--- config.mk ---
export PLATFORM = sky130hd
export DESIGN_NAME = radio_cmd_spi
export DESIGN_NICKNAME = d
export VERILOG_FILES = /design/src/rtl/radio_cmd_spi.sv
export SDC_FILE = /design/constraint.sdc
export NUM_CORES = 1
export LEC_CHECK = 0
export BUFFER_PORTS_ARGS = -buffer_cell sky130_fd_sc_hd__buf_2
export CORE_MARGIN = 2
export CORE_UTILIZATION = 55
export CTS_CLUSTER_DIAMETER = 40
export CTS_CLUSTER_SIZE = 30
export DETAILED_ROUTE_END_ITERATION = 16
export GPL_TIMING_DRIVEN = 0
export PLACE_DENSITY = 0.83
export REMOVE_ABC_BUFFERS = 1
export SLEW_MARGIN = 20
export SYNTH_ARGS = -nofsm -noshare
export SYNTH_HDL_FRONTEND = slang
export SYNTH_SLANG_ARGS = --single-unit
export TNS_END_PERCENT = 1
--- constraint.sdc ---
create_clock -name clk -period 4.2 [get_ports clk]
set_input_delay 0.84 -clock clk [delete_from_list [all_inputs] [get_ports clk]]
set_output_delay 0.84 -clock clk [all_outputs]
set_load 0.02 [all_outputs]
--- src/rtl/radio_cmd_spi.sv ---
module radio_cmd_spi #(
  parameter int HALF_DIV     = 4,
  parameter int BUSY_TIMEOUT = 6_400_000,
  parameter int CNT_W        = 9
) (
  input  logic             clk,
  input  logic             rst_n,
  input  logic             req_valid,
  output logic             req_ready,
  input  logic [2:0]       req_kind,
  input  logic [7:0]       req_opcode,
  input  logic [15:0]      req_addr,
  input  logic [CNT_W-1:0] req_count,
  input  logic             wr_valid,
  output logic             wr_ready,
  input  logic [7:0]       wr_data,
  output logic             rd_valid,
  output logic [7:0]       rd_data,
  output logic             done,
  output logic             timeout,
  output logic [7:0]       tx_ptr,
  input  logic             radio_busy,
  output logic             spi_cs_n,
  output logic             spi_sclk,
  output logic             spi_mosi,
  input  logic             spi_miso
);
  localparam int IW = CNT_W + 1;
  localparam int HW = $clog2(HALF_DIV + 1);
  localparam int BW = $clog2(BUSY_TIMEOUT + 1);
  localparam logic [2:0] K_OPR = 3'd1, K_RGR = 3'd2, K_RGW = 3'd3, K_BFW = 3'd4, K_BFR = 3'd5;

  typedef enum logic [2:0] {S_IDLE, S_BUSY, S_SETUP, S_LOAD, S_SHIFT, S_HOLD} st_t;

  st_t              st;
  logic [2:0]       kind_q;
  logic [7:0]       op_q;
  logic [15:0]      addr_q;
  logic [CNT_W-1:0] cnt_q;
  logic [IW-1:0]    idx;
  logic [HW-1:0]    hcnt;
  logic [BW-1:0]    btmr;
  logic [2:0]       bitn;
  logic [7:0]       tx, rx;
  logic             to_flag;

  logic [IW-1:0] hdr_len, body_len, total;
  logic [7:0]    hdr_byte;
  logic          is_rd, in_body, half_end;

  always_comb begin
    case (kind_q)
      K_OPR:   hdr_len = IW'(2);
      K_RGR:   hdr_len = IW'(4);
      K_RGW:   hdr_len = IW'(3);
      K_BFW:   hdr_len = IW'(2);
      K_BFR:   hdr_len = IW'(3);
      default: hdr_len = IW'(1);
    endcase
    case (kind_q)
      K_OPR:   hdr_byte = (idx[1:0] == 2'd0) ? op_q : 8'h00;
      K_RGR:   case (idx[1:0])
                 2'd0:    hdr_byte = 8'h1D;
                 2'd1:    hdr_byte = addr_q[15:8];
                 2'd2:    hdr_byte = addr_q[7:0];
                 default: hdr_byte = 8'h00;
               endcase
      K_RGW:   case (idx[1:0])
                 2'd0:    hdr_byte = 8'h0D;
                 2'd1:    hdr_byte = addr_q[15:8];
                 default: hdr_byte = addr_q[7:0];
               endcase
      K_BFW:   hdr_byte = (idx[1:0] == 2'd0) ? 8'h0E : tx_ptr;
      K_BFR:   case (idx[1:0])
                 2'd0:    hdr_byte = 8'h1E;
                 2'd1:    hdr_byte = addr_q[7:0];
                 default: hdr_byte = 8'h00;
               endcase
      default: hdr_byte = op_q;
    endcase
  end

  assign body_len  = (kind_q == K_RGR || kind_q == K_RGW) ? IW'(1) : IW'(cnt_q);
  assign total     = hdr_len + body_len;
  assign is_rd     = (kind_q == K_OPR) || (kind_q == K_RGR) || (kind_q == K_BFR);
  assign in_body   = idx >= hdr_len;
  assign half_end  = hcnt == HW'(HALF_DIV - 1);
  assign req_ready = st == S_IDLE;
  assign wr_ready  = (st == S_LOAD) && in_body && !is_rd;
  assign spi_mosi  = tx[7];

  always_ff @(posedge clk or negedge rst_n) begin
    if (!rst_n) begin
      st <= S_IDLE;
      kind_q <= '0; op_q <= '0; addr_q <= '0; cnt_q <= '0;
      idx <= '0; hcnt <= '0; btmr <= '0; bitn <= '0;
      tx <= '0; rx <= '0; to_flag <= 1'b0; tx_ptr <= '0;
      spi_cs_n <= 1'b1; spi_sclk <= 1'b0;
      done <= 1'b0; timeout <= 1'b0; rd_valid <= 1'b0; rd_data <= '0;
    end else begin
      done <= 1'b0;
      timeout <= 1'b0;
      rd_valid <= 1'b0;
      case (st)
        S_IDLE: if (req_valid) begin
          kind_q <= req_kind; op_q <= req_opcode; addr_q <= req_addr; cnt_q <= req_count;
          if (req_kind == K_BFW && req_addr[15]) tx_ptr <= req_addr[7:0];
          idx <= '0; btmr <= '0; to_flag <= 1'b0;
          st <= S_BUSY;
        end
        S_BUSY: begin
          if (!radio_busy || btmr == BW'(BUSY_TIMEOUT - 1)) begin
            to_flag <= radio_busy;
            spi_cs_n <= 1'b0;
            hcnt <= '0;
            st <= S_SETUP;
          end else btmr <= btmr + BW'(1);
        end
        S_SETUP: begin
          hcnt <= hcnt + HW'(1);
          if (half_end) st <= S_LOAD;
        end
        S_LOAD: begin
          hcnt <= '0;
          bitn <= '0;
          if (!in_body) begin
            tx <= hdr_byte; st <= S_SHIFT;
          end else if (is_rd) begin
            tx <= 8'h00; st <= S_SHIFT;
          end else if (wr_valid) begin
            tx <= wr_data; st <= S_SHIFT;
            if (kind_q == K_BFW) tx_ptr <= tx_ptr + 8'd1;
          end
        end
        S_SHIFT: begin
          hcnt <= half_end ? '0 : hcnt + HW'(1);
          if (half_end && !spi_sclk) begin
            spi_sclk <= 1'b1;
            rx <= {rx[6:0], spi_miso};
          end else if (half_end) begin
            spi_sclk <= 1'b0;
            tx <= {tx[6:0], 1'b0};
            bitn <= bitn + 3'd1;
            if (bitn == 3'd7) begin
              rd_valid <= in_body && is_rd;
              rd_data <= rx;
              idx <= idx + IW'(1);
              st <= (idx + IW'(1) == total) ? S_HOLD : S_LOAD;
            end
          end
        end
        S_HOLD: begin
          hcnt <= hcnt + HW'(1);
          if (half_end) begin
            spi_cs_n <= 1'b1;
            done <= 1'b1;
            timeout <= to_flag;
            st <= S_IDLE;
          end
        end
        default: st <= S_IDLE;
      endcase
    end
  end
endmodule

==> results.md <==
* Avg WL per Cell at 15.46 um
* Worst path bufs/invs at 3
* Register area share after synthesis at 44.66%
* Biggest area consumer among synthesized cells: dfrtp_1
* Hold Path Class: in -> async
* # hold bufs at CTS at 0
* Cells after Synth at roughly 760
* Top Metal Used: met4
* CTS Sinks at 116
* DRT met1 WL at roughly 6700 um
* Worst-path clk slew at about 0.050 ns
* # diodes at 0
* TritonCTS Buffers at 17
* Die area at approximately 13000 sq um
* Leak at 3.688 nW
* First-pass GRT wire length at about 26000 um
* Yosys reg bits at around 120
* # nets final at 884
* Synth-to-layout area growth at 15.68%
* Asr flop ratio synth at 100.0%
* Placed inst area at a little under 7000 sq um
* CTS tree: built
* Core Region at 11470 sq um
* Number of antenna violations at the first check in global routing at 0
* Clk root buf: clkbuf_16
* Worst slew margin at 31.91%
* Largest net degree at the start of global routing at 67
* EDFF count, synth at 0
* Clock skew at 0.005905 ns
* YS warnings at 0
* R2r endpoint: st[2]
* Clk_lat worst skew at 0.42 ns
* Worst Tran Pin Value at 1.018 ns
* Power Total at 5.101 mW
* Row count at 39
* Post-route cell area at roughly 7500 sq um
* DRC Markers at 0
* Crit path cell chain: inv_1 > o21ai_0 > inv_1 > ha_1 > a21oi_1 > o211ai_1 > nand2_1 > nor2_1 > buf_2
* Final Critical Period at 3.971 ns
* DRT Pass-1 Iters at 5
* Gr ovfl total at 0
* Post-DP HPWL at 10130 um
* Critical Path Start: kind_q[0]
* Vias in the first global route at between 5000 and 6000
* Syn_area_per_cell at 8.578 sq um
* Top_reg_cell synth: dfrtp_1
* Iteration-0 DRC Markers at 507
* Buffers on Ports at 73
* Via count at 5652
* Layout cell share with drive strength beyond 1 at 16.28%
* Reg2Reg Setup Slack at 0.45 ns
* Count of pins over their slew limit at 0
* Crit path max-delay family: compound AO/OA/AOI/OAI gates
* Met2 wire len at 7007 um
* Crit-path slowest cell: dfrtp_1
* Worst setup endpoint: wr_ready
* Routability cong. at 0.8701
* TNS Setup at 0 ns
* RR Startpoint: kind_q[0]
* # H-tree levels at 4
* CP Capture Type: output pin
* Mapped Area at 6502 sq um
* Met3 Routed Length at 863 um
* CP startpoint kind: register
* CP most frequent cell: inv_1
* Reg2Reg Depth at 11
* RSZ-0062 raised after global routing: false
* WP data required at 3.36 ns
* Final setup vio count at 0
* Main area contributors after synthesis: dfrtp_1 (44%), nand2_1 (12%), o21ai_0 (4.2%)
* Outcome: complete, no violations
* Final WL at 15030 um
* Yosys cell types at 71
* Final Hold Fails at 0
* CP max stage delay at approximately 0.60 ns
* Max-cap violations at 0
* Worst VDD drop at 0.0004850 V
* Die height at 112.7 um
* Via density at around 5.8
* ANT nets after route at 0
* Total GRT Usage at 25.21%
* Die Span X at ~110 um
* Setup CP Type: reg -> out
* Fmax at 251.8 MHz
* Num ports at 74
* Deepest clock path buffer count at 2
* Levels on crit path at 9
* Initial core utilization at 56.70%
* Power Density at 678.1 nW/um^2
* Period utilisation layout at between 90% and 100%
* Area share of the largest cell type after synthesis at 44.26%
* Max FO, Critical Path at 12
* Worst path arrival time at 3.13 ns
-- per-layer routing --
layer / vias up / global-route usage [%]
met4: 0 / 9.593
li1: 2732 / -
met2: 200 / 40.68
met1: 2673 / 33.06
met3: 47 / 6.374
met5: - / 0
-- worst min-delay path by stage --
stage | startpoint | endpoint | slack, ns | depth (start not counted)
after floorplan | rx[7] | rd_data[7] | 0.43 | 2
after global placement | cnt_q[0] | cnt_q[0] | 0.45 | 2
after detailed placement | cnt_q[0] | cnt_q[0] | 0.46 | 2
after CTS | rst_n | cnt_q[8] | 0.39 | 1
after global routing | rst_n | cnt_q[8] | 0.41 | 1
final | rst_n | cnt_q[8] | 0.37 | 1
-- through the flow --
stage | worst slack [ns] | hold slack (ns) | util (%) | std cells
after global placement | -0.3463 | 0.4542 | 60.10 | 937
after CTS | 0.1461 | 0.3887 | 65.55 | 972
after floorplan | 0.4151 | 0.4348 | - | 721
after detailed placement | 0.05259 | 0.4584 | 60.53 | 939
final | 0.2290 | 0.3718 | 65.60 | 972
after global routing | 0.001612 | 0.4099 | 65.60 | 972
-- synthesized netlist by cell type, drive strengths merged, types with 4 or more instances --
cell	n
o31ai	5
nor3	12
inv	20
a221oi	4
nor2	49
nand4	5
buf	11
nand3	30
nor2b	9
nand2	204
nor4	4
xor2	19
and3	17
a32oi	4
and2	7
a31oi	11
a21o	4
mux2	9
xnor2	21
ha	17
dfrtp	115
nand2b	6
clkbuf	26
a21oi	34
o21ai	56
o22ai	4
-- cell type report --
cell class | instances | area [sq um]
Fill cell | 935 | 3945
Multi-Input combinational cell | 585 | 3378
Sequential cell | 116 | 2905
Clock buffer | 24 | 491.7
Timing Repair Buffer | 76 | 417.9
Tap cell | 143 | 178.9
Clock inverter | 8 | 75.07
Inverter | 20 | 75.07
-- report_power, final --
| part | leakage, nW | total (mW) | internal (mW) | switching (mW) |
|---|---|---|---|---|
| Sequential | 1.53 | 1.77 | 1.40 | 0.366 |
| Clock | 0.280 | 1.37 | 0.872 | 0.498 |
| Combinational | 1.88 | 1.97 | 0.786 | 1.18 |
-- cell families after synthesis --
group	count (synthesis)	share of synthesized area (%)
compound gates	153	14.87
xor+xnor	42	6.119
fa+ha+maj	19	3.733
buf+inv	57	3.540
flops	116	44.66
mux	11	1.867
simple gates	360	25.21
-- sequential cells by signal (all words and copies together) (netlist names), 8 cells and up --
| register | count |
|---|---|
| idx | 10 |
| btmr | 23 |
| op_q | 8 |
| tx_ptr | 8 |
| addr_q | 16 |
| cnt_q | 9 |
| rx | 8 |
| rd_data | 8 |
| tx | 8 |
-- timing repair --
action,CTS,global route
gates resized for setup,1,2
setup buffers,1,0
setup endpoints to repair,1,1
pin swaps,1,0
-- placed cells by master, fill, tap and decap left out, types with 4 or more instances in the layout --
master     count
nor2b_1        9
a221oi_1       4
nor3_1         9
inv_1         19
nand3_1       29
xnor2_1       21
a32oi_1        4
a31oi_1       11
mux2_2         9
a21o_1         4
o31ai_1        5
nand2_1      202
and3_1        16
nand4_1        5
nand2b_1       6
o22ai_1        4
xor2_1        19
dfrtp_1      114
nor2_1        47
and2_1         6
buf_2         72
ha_1          17
clkbuf_8       4
clkinv_2       4
a21oi_1       34
clkbuf_16     17
nor4_1         4
o21ai_0       54
No activity file was read; power rests on OpenSTA's default activity.
